$ cat src/rtl/acc_pkg.sv
// Shared types for the accessory detector: type codes, line indices and
// classifier states. Assumes three input lines, all idle-high.
package acc_pkg;
    typedef enum logic [1:0] {
        ACC_NONE  = 2'd0,
        ACC_BASIC = 2'd1,
        ACC_ADV   = 2'd2
    } acc_kind_e;

    typedef enum logic [1:0] {
        ST_EMPTY   = 2'd0,
        ST_WINDOW  = 2'd1,
        ST_SETTLED = 2'd2
    } cls_state_e;

    localparam int LINE_ID   = 0;
    localparam int LINE_HINT = 1;
    localparam int LINE_JACK = 2;
    localparam int NUM_LINES = 3;
endpackage

$ cat src/rtl/acc_line_filter.sv
// Two-flop synchronizer plus glitch filter for one asynchronous line.
// The filtered level moves only after the synchronized input has differed
// from it for FILT_LEN consecutive cycles. One-cycle rise/fall pulses are
// registered together with the level update. Assumes FILT_LEN >= 2.
module acc_line_filter #(
    parameter int   FILT_LEN = 4,
    parameter logic IDLE_LVL = 1'b1
) (
    input  logic clk,
    input  logic rst_n,
    input  logic line_a,
    output logic level,
    output logic rise,
    output logic fall
);
    localparam int CW = (FILT_LEN > 2) ? $clog2(FILT_LEN) : 1;
    localparam logic [CW-1:0] LIM = CW'(FILT_LEN - 1);

    logic          s1, s2;
    logic [CW-1:0] cnt;

    // Bring the line into the clock domain
    always_ff @(posedge clk) begin
        if (!rst_n) begin
            s1 <= IDLE_LVL;
            s2 <= IDLE_LVL;
        end else begin
            s1 <= line_a;
            s2 <= s1;
        end
    end

    // Accept a new level only after it has been stable long enough
    always_ff @(posedge clk) begin
        if (!rst_n) begin
            level <= IDLE_LVL;
            cnt   <= '0;
            rise  <= 1'b0;
            fall  <= 1'b0;
        end else begin
            rise <= 1'b0;
            fall <= 1'b0;
            if (s2 != level) begin
                if (cnt == LIM) begin
                    level <= s2;
                    cnt   <= '0;
                    rise  <= s2;
                    fall  <= ~s2;
                end else begin
                    cnt <= cnt + 1'b1;
                end
            end else begin
                cnt <= '0;
            end
        end
    end
endmodule

$ cat src/rtl/acc_classifier.sv
// Insertion/removal state and accessory type decision. Insertion opens a
// window of WIN_MS ticks. A rising edge on the shared line inside it marks an
// advanced accessory, and the window expiring marks a basic headset. Removal
// has priority over every other event. Assumes event inputs are one-cycle pulses.
module acc_classifier
    import acc_pkg::*;
#(
    parameter int WIN_MS = 20
) (
    input  logic      clk,
    input  logic      rst_n,
    input  logic      ms_tick,
    input  logic      ins_ev,
    input  logic      rem_ev,
    input  logic      adv_ev,
    output acc_kind_e kind,
    output logic      present
);
    localparam int TW = (WIN_MS > 2) ? $clog2(WIN_MS) : 1;
    localparam logic [TW-1:0] LAST = TW'(WIN_MS - 1);

    cls_state_e    st;
    logic [TW-1:0] ms_cnt;

    // Track attachment and decide the type within the window
    always_ff @(posedge clk) begin
        if (!rst_n) begin
            st     <= ST_EMPTY;
            kind   <= ACC_NONE;
            ms_cnt <= '0;
        end else if (rem_ev) begin
            st     <= ST_EMPTY;
            kind   <= ACC_NONE;
            ms_cnt <= '0;
        end else if (ins_ev) begin
            st     <= ST_WINDOW;
            kind   <= ACC_NONE;
            ms_cnt <= '0;
        end else if (st == ST_WINDOW) begin
            if (adv_ev) begin
                kind <= ACC_ADV;
                st   <= ST_SETTLED;
            end else if (ms_tick) begin
                if (ms_cnt == LAST) begin
                    kind <= ACC_BASIC;
                    st   <= ST_SETTLED;
                end else begin
                    ms_cnt <= ms_cnt + 1'b1;
                end
            end
        end
    end

    // Anything other than empty means an accessory is attached
    always_comb present = (st != ST_EMPTY);
endmodule

$ cat src/rtl/acc_irq_ctl.sv
// Sticky interrupt flag: set by any attach/detach event, cleared by an
// acknowledge. A set in the same cycle as an acknowledge wins.
module acc_irq_ctl (
    input  logic clk,
    input  logic rst_n,
    input  logic set_ev,
    input  logic ack,
    output logic irq
);
    // Hold the request until software acknowledges it
    always_ff @(posedge clk) begin
        if (!rst_n)      irq <= 1'b0;
        else if (set_ev) irq <= 1'b1;
        else if (ack)    irq <= 1'b0;
    end
endmodule

$ cat src/rtl/acc_detect_top.sv
// Accessory insertion and type detector. Filters the identification,
// shared data and jack lines, raises a sticky interrupt on insertion and
// removal, and classifies the accessory in a tick-timed window.
// Assumes ms_tick and irq_ack are synchronous to clk.
module acc_detect_top
    import acc_pkg::*;
#(
    parameter int FILT_LEN = 4,
    parameter int WIN_MS   = 20
) (
    input  logic       clk,
    input  logic       rst_n,
    input  logic       ms_tick,
    input  logic       id_line_a,
    input  logic       hint_line_a,
    input  logic       jack_det_a,
    input  logic       irq_ack,
    output logic       irq,
    output logic [1:0] acc_type,
    output logic       acc_present,
    output logic       jack_present
);
    logic [NUM_LINES-1:0] raw, lvl, rise, fall;
    acc_kind_e            kind;

    assign raw[LINE_ID]   = id_line_a;
    assign raw[LINE_HINT] = hint_line_a;
    assign raw[LINE_JACK] = jack_det_a;

    // One conditioner per line, all idle-high
    for (genvar i = 0; i < NUM_LINES; i++) begin : g_line
        acc_line_filter #(.FILT_LEN(FILT_LEN), .IDLE_LVL(1'b1)) u_filt (
            .clk    (clk),
            .rst_n  (rst_n),
            .line_a (raw[i]),
            .level  (lvl[i]),
            .rise   (rise[i]),
            .fall   (fall[i])
        );
    end

    acc_classifier #(.WIN_MS(WIN_MS)) u_cls (
        .clk     (clk),
        .rst_n   (rst_n),
        .ms_tick (ms_tick),
        .ins_ev  (fall[LINE_ID]),
        .rem_ev  (rise[LINE_ID]),
        .adv_ev  (rise[LINE_HINT]),
        .kind    (kind),
        .present (acc_present)
    );

    acc_irq_ctl u_irq (
        .clk    (clk),
        .rst_n  (rst_n),
        .set_ev (fall[LINE_ID] | rise[LINE_ID]),
        .ack    (irq_ack),
        .irq    (irq)
    );

    assign acc_type     = kind;
    assign jack_present = ~lvl[LINE_JACK];

    logic unused_edges;
    assign unused_edges = ^{fall[LINE_HINT], rise[LINE_JACK], fall[LINE_JACK],
                            lvl[LINE_ID], lvl[LINE_HINT]};
endmodule

$ cat config.mk
export PLATFORM = sky130hd
export DESIGN_NAME = acc_detect_top
export DESIGN_NICKNAME = d
export VERILOG_FILES = /design/src/rtl/acc_pkg.sv /design/src/rtl/acc_line_filter.sv /design/src/rtl/acc_classifier.sv /design/src/rtl/acc_irq_ctl.sv /design/src/rtl/acc_detect_top.sv
export SDC_FILE = /design/constraint.sdc
export NUM_CORES = 1
export LEC_CHECK = 0
export BUFFER_PORTS_ARGS = -buffer_cell sky130_fd_sc_hd__buf_2
export CORE_MARGIN = 2
export CORE_UTILIZATION = 49
export DETAILED_ROUTE_END_ITERATION = 12
export PLACE_DENSITY = 0.78
export SETUP_SLACK_MARGIN = 0.4
export SYNTH_ARGS = -nofsm -noshare
export SYNTH_HDL_FRONTEND = slang
export SYNTH_SLANG_ARGS = --single-unit
$ cat constraint.sdc
create_clock -name clk -period 1.3 [get_ports clk]
set_input_delay 0.065 -clock clk [delete_from_list [all_inputs] [get_ports clk]]
set_output_delay 0.065 -clock clk [all_outputs]
set_load 0.1 [all_outputs]
==> results of run 1 <==
==> state kept, by name, indices dropped and copies added, names as in the netlist <==
| register | cells |
|---|---|
| u_cls.kind | 2 |
| g_line.u_filt.rise | 2 |
| u_cls.st | 2 |
| g_line.u_filt.fall | 1 |
| g_line.u_filt.s1 | 3 |
| u_cls.ms_cnt | 5 |
| g_line.u_filt.cnt | 6 |
| g_line.u_filt.level | 3 |
| u_irq.irq | 1 |
| g_line.u_filt.s2 | 3 |
==> layout by cell type, fill, tap and decap left out, types with 4 or more instances in the layout <==
cell type	count
dfxtp_2	13
dfxtp_1	13
buf_4	11
nand2_1	7
nand2b_1	6
a21oi_1	6
buf_2	6
buf_12	6
buf_6	5
o21ai_0	4
ha_4	4
==> final cells by class <==
cell class | instances | area (um2)
clock buffers | 3 | 22.5
clock inverters | 1 | 30.0
fillers | 123 | 400
inverters | 2 | 11.3
multi-input cells | 67 | 601
flip-flops and latches | 28 | 584
well taps | 27 | 33.8
repair buffers | 31 | 319
==> what timing repair did <==
item | CTS | global route
endpoints found under the setup margin | 24 | 24
hold buffers | 3 | 0
cloned | 0 | 0
gates resized for setup | 35 | 15
buffers inserted | 2 | 4
pin swaps | 6 | 4
hold endpoints to repair | 3 | 0
==> cells in the mapped netlist (2+ instances only) <==
cell type,number
inv_1,2
o211ai_1,2
nor3b_1,3
ha_1,4
nor4b_1,3
a21oi_1,7
nand2b_1,6
nor2_1,3
mux2i_1,2
nor4bb_1,3
or3_1,3
nand2_1,7
and4b_1,2
nand3_1,4
xnor2_1,3
clkbuf_1,2
o21ai_0,4
dfxtp_1,28
==> cell families after synthesis <==
kind of cell | after synthesis | share of synthesized area (%)
flip-flops | 28 | 53.0
XOR/XNOR | 3 | 2.48
multiplexers | 2 | 1.89
AO/OA/AOI/OAI | 17 | 9.69
AND/OR/NAND/NOR | 41 | 26.4
adder cells (fa/ha/maj) | 4 | 4.73
buffers and inverters | 5 | 1.89
==> worst max-delay path: stages (launching register included) <==
cell      delay (ns)
dfxtp_2         0.37
ha_4            0.16
and4bb_4        0.20
or4_4           0.48
a21oi_2         0.12
==> power groups by stage <==
stage               logic [mW]  clock network [mW]  registers, mW
finish                  0.0626               0.561          0.874
global route            0.0677               0.600          0.876
CTS                     0.0548               0.569          0.875
detailed placement      0.0453                   0          0.892
global placement        0.0440                   0          0.891
floorplan               0.0262                   0          0.891
==> per-layer routing <==
metal,global-route usage (%),part of all wire (%)
met1,23.8,40
met2,37.9,54
met3,2.68,2.5
met4,8.56,3.0
met5,0,0
==> path summary, 6_finish.rpt <==
path	start	endpoint	slack, ns	depth (start not counted)
worst max-delay path	u_cls.ms_cnt[0]$_SDFFE_PP0P_	u_cls.ms_cnt[2]$_SDFFE_PP0P_	-0.08	4
worst min-delay path	ms_tick	u_cls.st[1]$_SDFFE_PP0P_	0.06	3
worst max register to register	u_cls.ms_cnt[0]$_SDFFE_PP0P_	u_cls.ms_cnt[2]$_SDFFE_PP0P_	-0.08	4
worst min register to register	g_line[0].u_filt.s1$_SDFF_PN1_	g_line[0].u_filt.s2$_SDFF_PN1_	0.43	1
==> through the flow <==
step           utilization [%]  instance area, um2  power, mW
2_1_floorplan                -                1090      0.917
3_3_place_gp              62.3                1250      0.935
3_5_place_dp              62.3                1250      0.937
4_1_cts                   75.1                1500       1.50
5_1_grt                   80.0                1600       1.54
6_report                  80.0                1600       1.50
==> implementation parameters, run 1 <==
Parameter                              Value

Finish
  Final non-filler cell total ... approximately 160
  N_diodes ... 0
  Fraction of layout cells with a size suffix above 1 ... 48.5%
  Nets ... around 140
  Signed area change from the synthesized netlist to the final layout ... 51.3%

Detailed routing
  Number of design rule violations left after detail routing ... 0
  Vias after detailed routing ... 898
  Average wire per standard cell ... between 15 and 20 um
  Post-DR vias/cell ... about 5.6
  Iter 0 DRT Violations ... 20
  Antenna-violating nets left ... 0
  Routed Wire Length ... about 2.7 mm
  Detailed-routing iteration count for the pre-antenna-repair pass ... 4

Clock network
  Clock tree sinks ... 28
  CTS tree ... built
  Clock network latency to the later pin of the worst-skew pair ... 0.32 ns
  CTS HTree Levels ... 1
  TritonCTS buffer count ... 3
  CTS max path bufs ... 2
  Clock-pin slew reported for the worst setup and hold paths after clock tree synthesis ... 0.15 ns
  Clock root buffer ... clkbuf_4

Logic synthesis
  Number of distinct standard cells referenced by the synthesized netlist ... 30
  Area fraction of the dominant cell type after synthesis ... 53.0%
  Synth top area cells ... dfxtp_1, ha_1, nand2b_1
  Main synth FF type ... dfxtp_1
  Mapped Nets ... 111
  Synthesis-stage register bit count ... 28
  Area of the mapped netlist ... approximately 1100 um2
  Gate count of the mapped netlist ... 100
  Async set or reset register ratio after synthesis ... 0%
  Count of synthesis-stage warnings from yosys ... 0
  Cell taking the most area after synthesis ... dfxtp_1
  Share of synthesized area occupied by flip-flops and latches ... 53.0%
  Post-Syn Area per Cell ... 10.6 um2
  Count of flip-flops with a built-in enable after synthesis ... 0

Pwr
  Net switching power of the design ... 286 uW
  Highest ir drop seen on vdd ... approximately 1.1 mV
  Net switching share of the total power ... between 10% and 20%
  Leak pwr ... a little under 0.6 nW
  Internal power ... approximately 1.2 mW
  PwrDens ... ~940 nW/um2
  Combinational group share of total power ... 4.2%
  Sequential share of power ... approximately three fifths
  Fraction of power consumed by the clock network ... 37.4%

Worst setup path
  Critical Path Source Type ... register
  Peak fanout along the critical path ... 2
  Arrival time worst endpoint ... approximately 1.6 ns
  Required time at the endpoint of the critical path ... between 1.5 and 2 ns
  Crit path capture type ... register
  Worst setup path category ... reg -> reg

Floorplan
  Ports ... 12
  Placeable core region ... 2000 um2
  Placement Rows ... 16
  DIE AREA ... roughly 2500 um2
  Die width ... roughly 50 um
  Vertical die dimension ... roughly 50 um
  Initial core utilization ... between 50% and 60%

Timing
  RSZ-0062 raised after global routing ... yes
  Post-route minimum period ... ~1.4 ns
  Worst slew margin relative to its limit ... between 80% and 90%
  Period utilisation layout ... 106%
  Final hold violation count ... 0
  Final setup violation count ... 5
  Maximum clock skew at final layout ... ~0.0022 ns
  Fin Setup TNS ... -0.239 ns
  Number of max-slew violations in the final report ... 0
  Least setup slack across all paths after layout ... -0.0805 ns
  Hold Slack ... between 0.06 and 0.07 ns
  Worst Max-Slew Pin Slew ... 0.285 ns
  Top achievable clock speed ... a little over 700 MHz

Global route
  Final global-route overflow total ... 0
  Initial antenna violation count ... 0
  Vias in the first global route ... 900
  First-pass GRT wire length ... 3.93 mm
  Pin count of the biggest net entering global routing ... 21
  Total track usage ... 20.6%

Outcome
  Run status ... finished with violations
  Failing checks ... setup timing

Placed design
  Placed wire-length estimate ... roughly 1.3 mm
  Pre-CTS setup slack ... -0.0563 ns
  GPL Wtd Cong ... ~0.73
  Dpl cells ... about 150
  Count of port buffers added during placement ... 11

Worst hold path
  Type of the tightest min-delay check ... in -> reg

Flow run
  Max-cap check violation count ... 0
(Power assumes the default switching activity.)
==> run 2: changes to the inputs <==
--- a/config.mk
+++ b/config.mk
@@ -6,11 +6,11 @@
 export NUM_CORES = 1
 export LEC_CHECK = 0
 export BUFFER_PORTS_ARGS = -buffer_cell sky130_fd_sc_hd__buf_2
+export CORE_ASPECT_RATIO = 0.5
 export CORE_MARGIN = 2
-export CORE_UTILIZATION = 49
+export CORE_UTILIZATION = 40
 export DETAILED_ROUTE_END_ITERATION = 12
-export PLACE_DENSITY = 0.78
-export SETUP_SLACK_MARGIN = 0.4
+export PLACE_DENSITY = 0.67
 export SYNTH_ARGS = -nofsm -noshare
 export SYNTH_HDL_FRONTEND = slang
 export SYNTH_SLANG_ARGS = --single-unit
==> implementation parameters, run 2 (same netlist as run 1, synthesis figures left out) <==
Parameter                              Value

Floorplan
  Vertical die dimension ... just over 40 um
  DIE AREA ... 3100 um2
  Placement Rows ... 13
  Ports ... 12
  Initial core utilization ... about two fifths
  Die width ... around 77 um
  Placeable core region ... approximately 2600 um2

Finish
  Register name with the most flops ... g_line.u_filt.cnt
  Fraction of layout cells with a size suffix above 1 ... about 30%
  N_diodes ... 0
  Top Registers ... g_line.u_filt.cnt (6), u_cls.ms_cnt (5)
  Signed area change from the synthesized netlist to the final layout ... 32.3%
  Nets ... 139
  Flip-flop count of the largest register after layout ... 6
  Most frequent cells in the layout ... dfxtp_1, buf_4, buf_2, nand2_1
  Number of fillers in the final layout ... approximately 240
  Final non-filler cell total ... 164
  Most common cell after layout, fill and taps aside ... dfxtp_1

Placed design
  Dpl cells ... roughly 160
  GPL Wtd Cong ... between 0.7 and 0.8
  Placed wire-length estimate ... approximately 1.2 mm
  Count of port buffers added during placement ... 11
  Pre-CTS setup slack ... -0.0638 ns

Timing
  Least setup slack across all paths after layout ... -0.0530 ns
  Fin Setup TNS ... -0.0530 ns
  Number of max-slew violations in the final report ... 0
  RSZ-0062 raised after global routing ... yes
  Worst Max-Slew Pin Slew ... 0.486 ns
  Maximum clock skew at final layout ... between 0.0015 and 0.002 ns
  Top achievable clock speed ... approximately 740 MHz
  Worst slew margin relative to its limit ... 67.8%
  Post-route minimum period ... around 1.4 ns
  Final setup violation count ... 1
  Final hold violation count ... 0
  Period utilisation layout ... 104%

Clock network
  CTS HTree Levels ... 1
  CTS tree ... built
  Clock network latency to the later pin of the worst-skew pair ... 0.28 ns
  CTS max path bufs ... 2
  Clock tree sinks ... 28
  Clock root buffer ... clkbuf_8
  Clock-pin slew reported for the worst setup and hold paths after clock tree synthesis ... roughly 0.090 ns
  TritonCTS buffer count ... 3

Detailed routing
  Antenna-violating nets left ... 0
  Routed Wire Length ... ~1.8 mm
  Post-DR vias/cell ... about 4.8
  Vias after detailed routing ... between 700 and 800
  Iter 0 DRT Violations ... 45
  Detailed-routing iteration count for the pre-antenna-repair pass ... 4
  Average wire per standard cell ... between 10 and 15 um
  Number of design rule violations left after detail routing ... 0

Worst setup path
  Peak fanout along the critical path ... 4
  Required time at the endpoint of the critical path ... between 1.5 and 2 ns
  Worst setup path category ... reg -> reg
  Arrival time worst endpoint ... roughly 1.6 ns
  Critical Path Source Type ... register
  Crit path capture type ... register

Pwr
  Highest ir drop seen on vdd ... 0.682 mV
  Leak pwr ... approximately 0.56 nW
  PwrDens ... ~1100 nW/um2
  Pwr Total ... around 1.6 mW

Global route
  First-pass GRT wire length ... between 2 and 3 mm
  Vias in the first global route ... roughly 670
  Total track usage ... 12.4%
  Final global-route overflow total ... 0
  Pin count of the biggest net entering global routing ... 21
  Initial antenna violation count ... 0

Outcome
  Failing checks ... setup timing
  Run status ... finished with violations

Worst hold path
  Type of the tightest min-delay check ... in -> reg

Flow run
  Max-cap check violation count ... 0
[run 2: report_power, final]
group	total [mW]	leakage (nW)	internal, mW	switching [mW]
clock network	0.682	0.0357	0.413	0.269
logic	0.0528	0.297	0.0294	0.0234
registers	0.874	0.229	0.868	0.00548
[run 2: path summary, 6_finish.rpt]
check / cells after the start / slack (ns) / end / from
worst max-delay path: 4 / -0.05 / u_cls.ms_cnt[2]$_SDFFE_PP0P_ / u_cls.ms_cnt[0]$_SDFFE_PP0P_
worst min-delay path: 3 / 0.10 / u_cls.st[1]$_SDFFE_PP0P_ / ms_tick
worst max register to register: 4 / -0.05 / u_cls.ms_cnt[2]$_SDFFE_PP0P_ / u_cls.ms_cnt[0]$_SDFFE_PP0P_
worst min register to register: 1 / 0.41 / g_line[1].u_filt.s2$_SDFF_PN1_ / g_line[1].u_filt.s1$_SDFF_PN1_
[run 2: routing by layer]
layer | vias up | routed length, um | global-route usage (%)
li1 | 417 | - | -
met3 | 3 | 59 | 4.28
met2 | 9 | 793 | 22.1
met1 | 350 | 892 | 14.0
met5 | - | 0 | 0
met4 | 0 | 21 | 6.82
[run 2: worst max-delay path: stages, from the launching register on]
cell and delay, ns:
dfxtp_2 0.35, ha_4 0.16, and4bb_4 0.20, or4_4 0.47
a21oi_2 0.12
[run 2: what timing repair did]
item | CTS | global route
setup endpoints to repair | 2 | 6
buffers inserted | 1 | 1
pin swaps | 2 | 3
hold endpoints to repair | 3 | 0
gates cloned | 0 | 0
gates resized for setup | 4 | 6
hold buffers | 3 | 0
[run 2: per-stage QoR]
| step | area (um2) | hold WS [ns] | util (%) |
|---|---|---|---|
| after floorplan | 1060 | 0.166 | - |
| after global placement | 1250 | 0.247 | 48.9 |
| after detailed placement | 1250 | 0.247 | 48.9 |
| after CTS | 1370 | 0.0722 | 53.7 |
| after global routing | 1400 | 0.116 | 54.8 |
| final | 1400 | 0.104 | 54.8 |
[run 2: cell type report]
cell class | count | area [um2] | area share, %
sequential | 28 | 564 | 40.3
multi-input combinational | 67 | 520 | 37.2
timing repair buffer | 26 | 190 | 13.6
tap | 37 | 46.3 | 3.31
clock buffer | 3 | 41.3 | 2.95
clock inverter | 1 | 30.0 | 2.14
inverter | 2 | 7.51 | 0.536
==> run 3: changes to the inputs <==
--- a/config.mk
+++ b/config.mk
@@ -10,7 +10,7 @@
 export CORE_MARGIN = 2
 export CORE_UTILIZATION = 40
 export DETAILED_ROUTE_END_ITERATION = 12
-export PLACE_DENSITY = 0.67
+export PLACE_DENSITY = 0.65
 export SYNTH_ARGS = -nofsm -noshare
 export SYNTH_HDL_FRONTEND = slang
 export SYNTH_SLANG_ARGS = --single-unit
==> constraint.sdc (replaced) <==
create_clock -name clk -period 1.6 [get_ports clk]
set_input_delay 0.08 -clock clk [delete_from_list [all_inputs] [get_ports clk]]
set_output_delay 0.08 -clock clk [all_outputs]
set_load 0.1 [all_outputs]
==> implementation parameters, run 3 (same netlist as run 1, synthesis figures left out) <==
Parameter                              Value

Worst setup path
  RR Startpoint ... u_cls.ms_cnt[0]$_SDFFE_PP0P_
  Worst setup path category ... reg -> reg
  Critical Path Source Type ... register
  Highest cell delay on the worst timing path ... roughly 0.46 ns
  Worst-path cell chain ... ha_1, and4bb_4, or4_1, a21oi_1
  Peak fanout along the critical path ... 8
  Crit path capture type ... register
  Worst R2R End ... u_cls.ms_cnt[2]$_SDFFE_PP0P_
  Worst r2r path cells ... 4
  Cell with the largest stage delay on the worst path ... or4_1
  Buffers and inverters on the worst path ... 0
  Arrival time worst endpoint ... around 1.7 ns
  Required time at the endpoint of the critical path ... around 1.8 ns
  Kind of cell adding the most delay to the critical path ... simple AND/OR/NAND/NOR gates
  Setup slack on the worst flop-to-flop path ... ~0.15 ns

Floorplan
  Die width ... 76.8 um
  Initial core utilization ... slightly above 40%
  Vertical die dimension ... about 40 um
  Ports ... 12
  DIE AREA ... slightly above 3000 um2
  Placement Rows ... 13
  Placeable core region ... ~2600 um2

Clock network
  CTS HTree Levels ... 1
  CTS max path bufs ... 2
  Number of buffers inserted by hold repair at cts ... 3
  Clock tree sinks ... 28
  Clock network latency to the later pin of the worst-skew pair ... 0.27 ns
  Buffers inserted during post-CTS setup optimization ... 0
  Clock root buffer ... clkbuf_8
  CTS tree ... built
  Post-cts repair resize count ... 0
  Clock-pin slew reported for the worst setup and hold paths after clock tree synthesis ... around 0.09 ns
  TritonCTS buffer count ... 3

Finish
  Fraction of the core area covered by cells at the end of the flow ... approximately 49%
  Signed area change from the synthesized netlist to the final layout ... 17.1%
  Most frequent cells in the layout ... dfxtp_1, buf_2, nand2_1, a21oi_1, nand2b_1
  Register name with the most flops ... g_line.u_filt.cnt
  Number of fillers in the final layout ... about 260
  Fraction of layout cells with a size suffix above 1 ... between 15 and 20%
  Most common cell after layout, fill and taps aside ... dfxtp_1
  Top Registers ... g_line.u_filt.cnt (6), u_cls.ms_cnt (5)
  N_diodes ... 0
  Nets ... around 130
  Total non-filler cell area in the finished layout ... about 1200 um2
  Flip-flop count of the largest register after layout ... 6

Detailed routing
  Number of design rule violations left after detail routing ... 0
  Average wire per standard cell ... roughly 10 um
  Routed Wire Length ... 1.58 mm
  Iter 0 DRT Violations ... 37
  Post-DR vias/cell ... 4.84
  Detailed-routing iteration count for the pre-antenna-repair pass ... 4
  Antenna-violating nets left ... 0
  Vias after detailed routing ... about 740

Worst hold path
  Type of the tightest min-delay check ... in -> reg
  Start point of the worst hold path ... ms_tick
  Cell depth of the worst min-delay path ... 3
  End of the worst hold path ... u_cls.st[1]$_SDFFE_PP0P_

Pwr
  Leak pwr ... slightly below 0.5 nW
  Sequential share of power ... 60.2%
  PwrDens ... roughly 950 nW/um2
  Fraction of power consumed by the clock network ... a little over a third
  Net switching power of the design ... 231 uW
  Combinational group share of total power ... 3.4%
  Internal power ... about 950 uW
  Net switching share of the total power ... roughly a fifth
  Highest ir drop seen on vdd ... 0.338 mV

Global route
  Pin count of the biggest net entering global routing ... 21
  Initial antenna violation count ... 0
  Final global-route overflow total ... 0
  Total track usage ... about 11%
  First-pass GRT wire length ... 2.57 mm
  Vias in the first global route ... 580

Placed design
  GPL Wtd Cong ... roughly 0.74
  Count of port buffers added during placement ... 11
  Placed wire-length estimate ... between 1 and 1.5 mm
  Post-Place Cell Area ... 1150 um2

Timing
  Worst slew margin relative to its limit ... between 60% and 70%
  Fin Setup TNS ... 0 ns
  RSZ-0062 raised after global routing ... no
  Maximum clock skew at final layout ... a little over 0.006 ns
  Top achievable clock speed ... ~700 MHz
  Worst Max-Slew Pin Slew ... between 0.5 and 0.6 ns
  Period utilisation layout ... about nine tenths
  Post-route minimum period ... between 1 and 1.5 ns
  Number of max-slew violations in the final report ... 0
  Final setup violation count ... 0
  Final hold violation count ... 0

Flow run
  Max-cap check violation count ... 0

Outcome
  Run status ... finished, final reports clean
[run 3: changes by cell type in the layout (fill, tap and decap cells not counted), sizes merged]
cell / delta
buf: -11
bufinv: -1
clkbuf: +1
[run 3: cell type report]
type,instances,area (um2),share of cell area [%]
inverter,2,7.51,0.605
tap,37,46.3,3.73
timing repair buffer,15,92.6,7.47
multi-input combinational,67,478,38.5
sequential,28,561,45.2
clock buffer,4,55.1,4.44
[run 3: layer usage]
layer	up-vias	global-route usage, %	share of wire (%)
met4	0	2.73	0.51
li1	393	-	-
met1	333	13.0	48
met5	-	0	0
met2	13	19.5	46
met3	2	5.41	4.9
[run 3: power by group through the flow]
stage / clock network [mW] / registers [mW] / logic (mW)
floorplan: 0 / 0.725 / 0.0212
global placement: 0 / 0.726 / 0.0346
detailed placement: 0 / 0.726 / 0.0352
CTS: 0.452 / 0.710 / 0.0407
global route: 0.472 / 0.711 / 0.0444
finish: 0.429 / 0.710 / 0.0397
[run 3: worst register-to-register path, delay by kind of cell (launching register included)]
family	cells	cell delay (ns)
simple gates	2	0.70
fa+ha+maj	1	0.22
flops	1	0.34
compound gates	1	0.13
[run 3: worst max path at each step]
stage | startpoint | end | cells past startpoint
after floorplan | u_cls.ms_cnt[0]$_SDFFE_PP0P_ | u_cls.ms_cnt[2]$_SDFFE_PP0P_ | 4
after global placement | u_cls.ms_cnt[0]$_SDFFE_PP0P_ | u_cls.ms_cnt[2]$_SDFFE_PP0P_ | 4
after detailed placement | u_cls.ms_cnt[0]$_SDFFE_PP0P_ | u_cls.ms_cnt[2]$_SDFFE_PP0P_ | 4
after CTS | u_cls.ms_cnt[0]$_SDFFE_PP0P_ | u_cls.ms_cnt[2]$_SDFFE_PP0P_ | 4
after global routing | u_cls.st[0]$_SDFFE_PP0P_ | u_cls.ms_cnt[3]$_SDFFE_PP0P_ | 3
final | u_cls.ms_cnt[0]$_SDFFE_PP0P_ | u_cls.ms_cnt[2]$_SDFFE_PP0P_ | 4
[run 3: per-stage QoR]
step / cells / hold WS (ns) / power, mW / worst slack [ns]
after CTS: 153 / 0.0827 / 1.20 / 0.150
after global placement: 146 / 0.263 / 0.761 / 0.194
after global routing: 153 / 0.0871 / 1.23 / 0.0703
after detailed placement: 146 / 0.263 / 0.762 / 0.170
final: 153 / 0.0904 / 1.18 / 0.146
after floorplan: 100 / 0.181 / 0.747 / 0.221
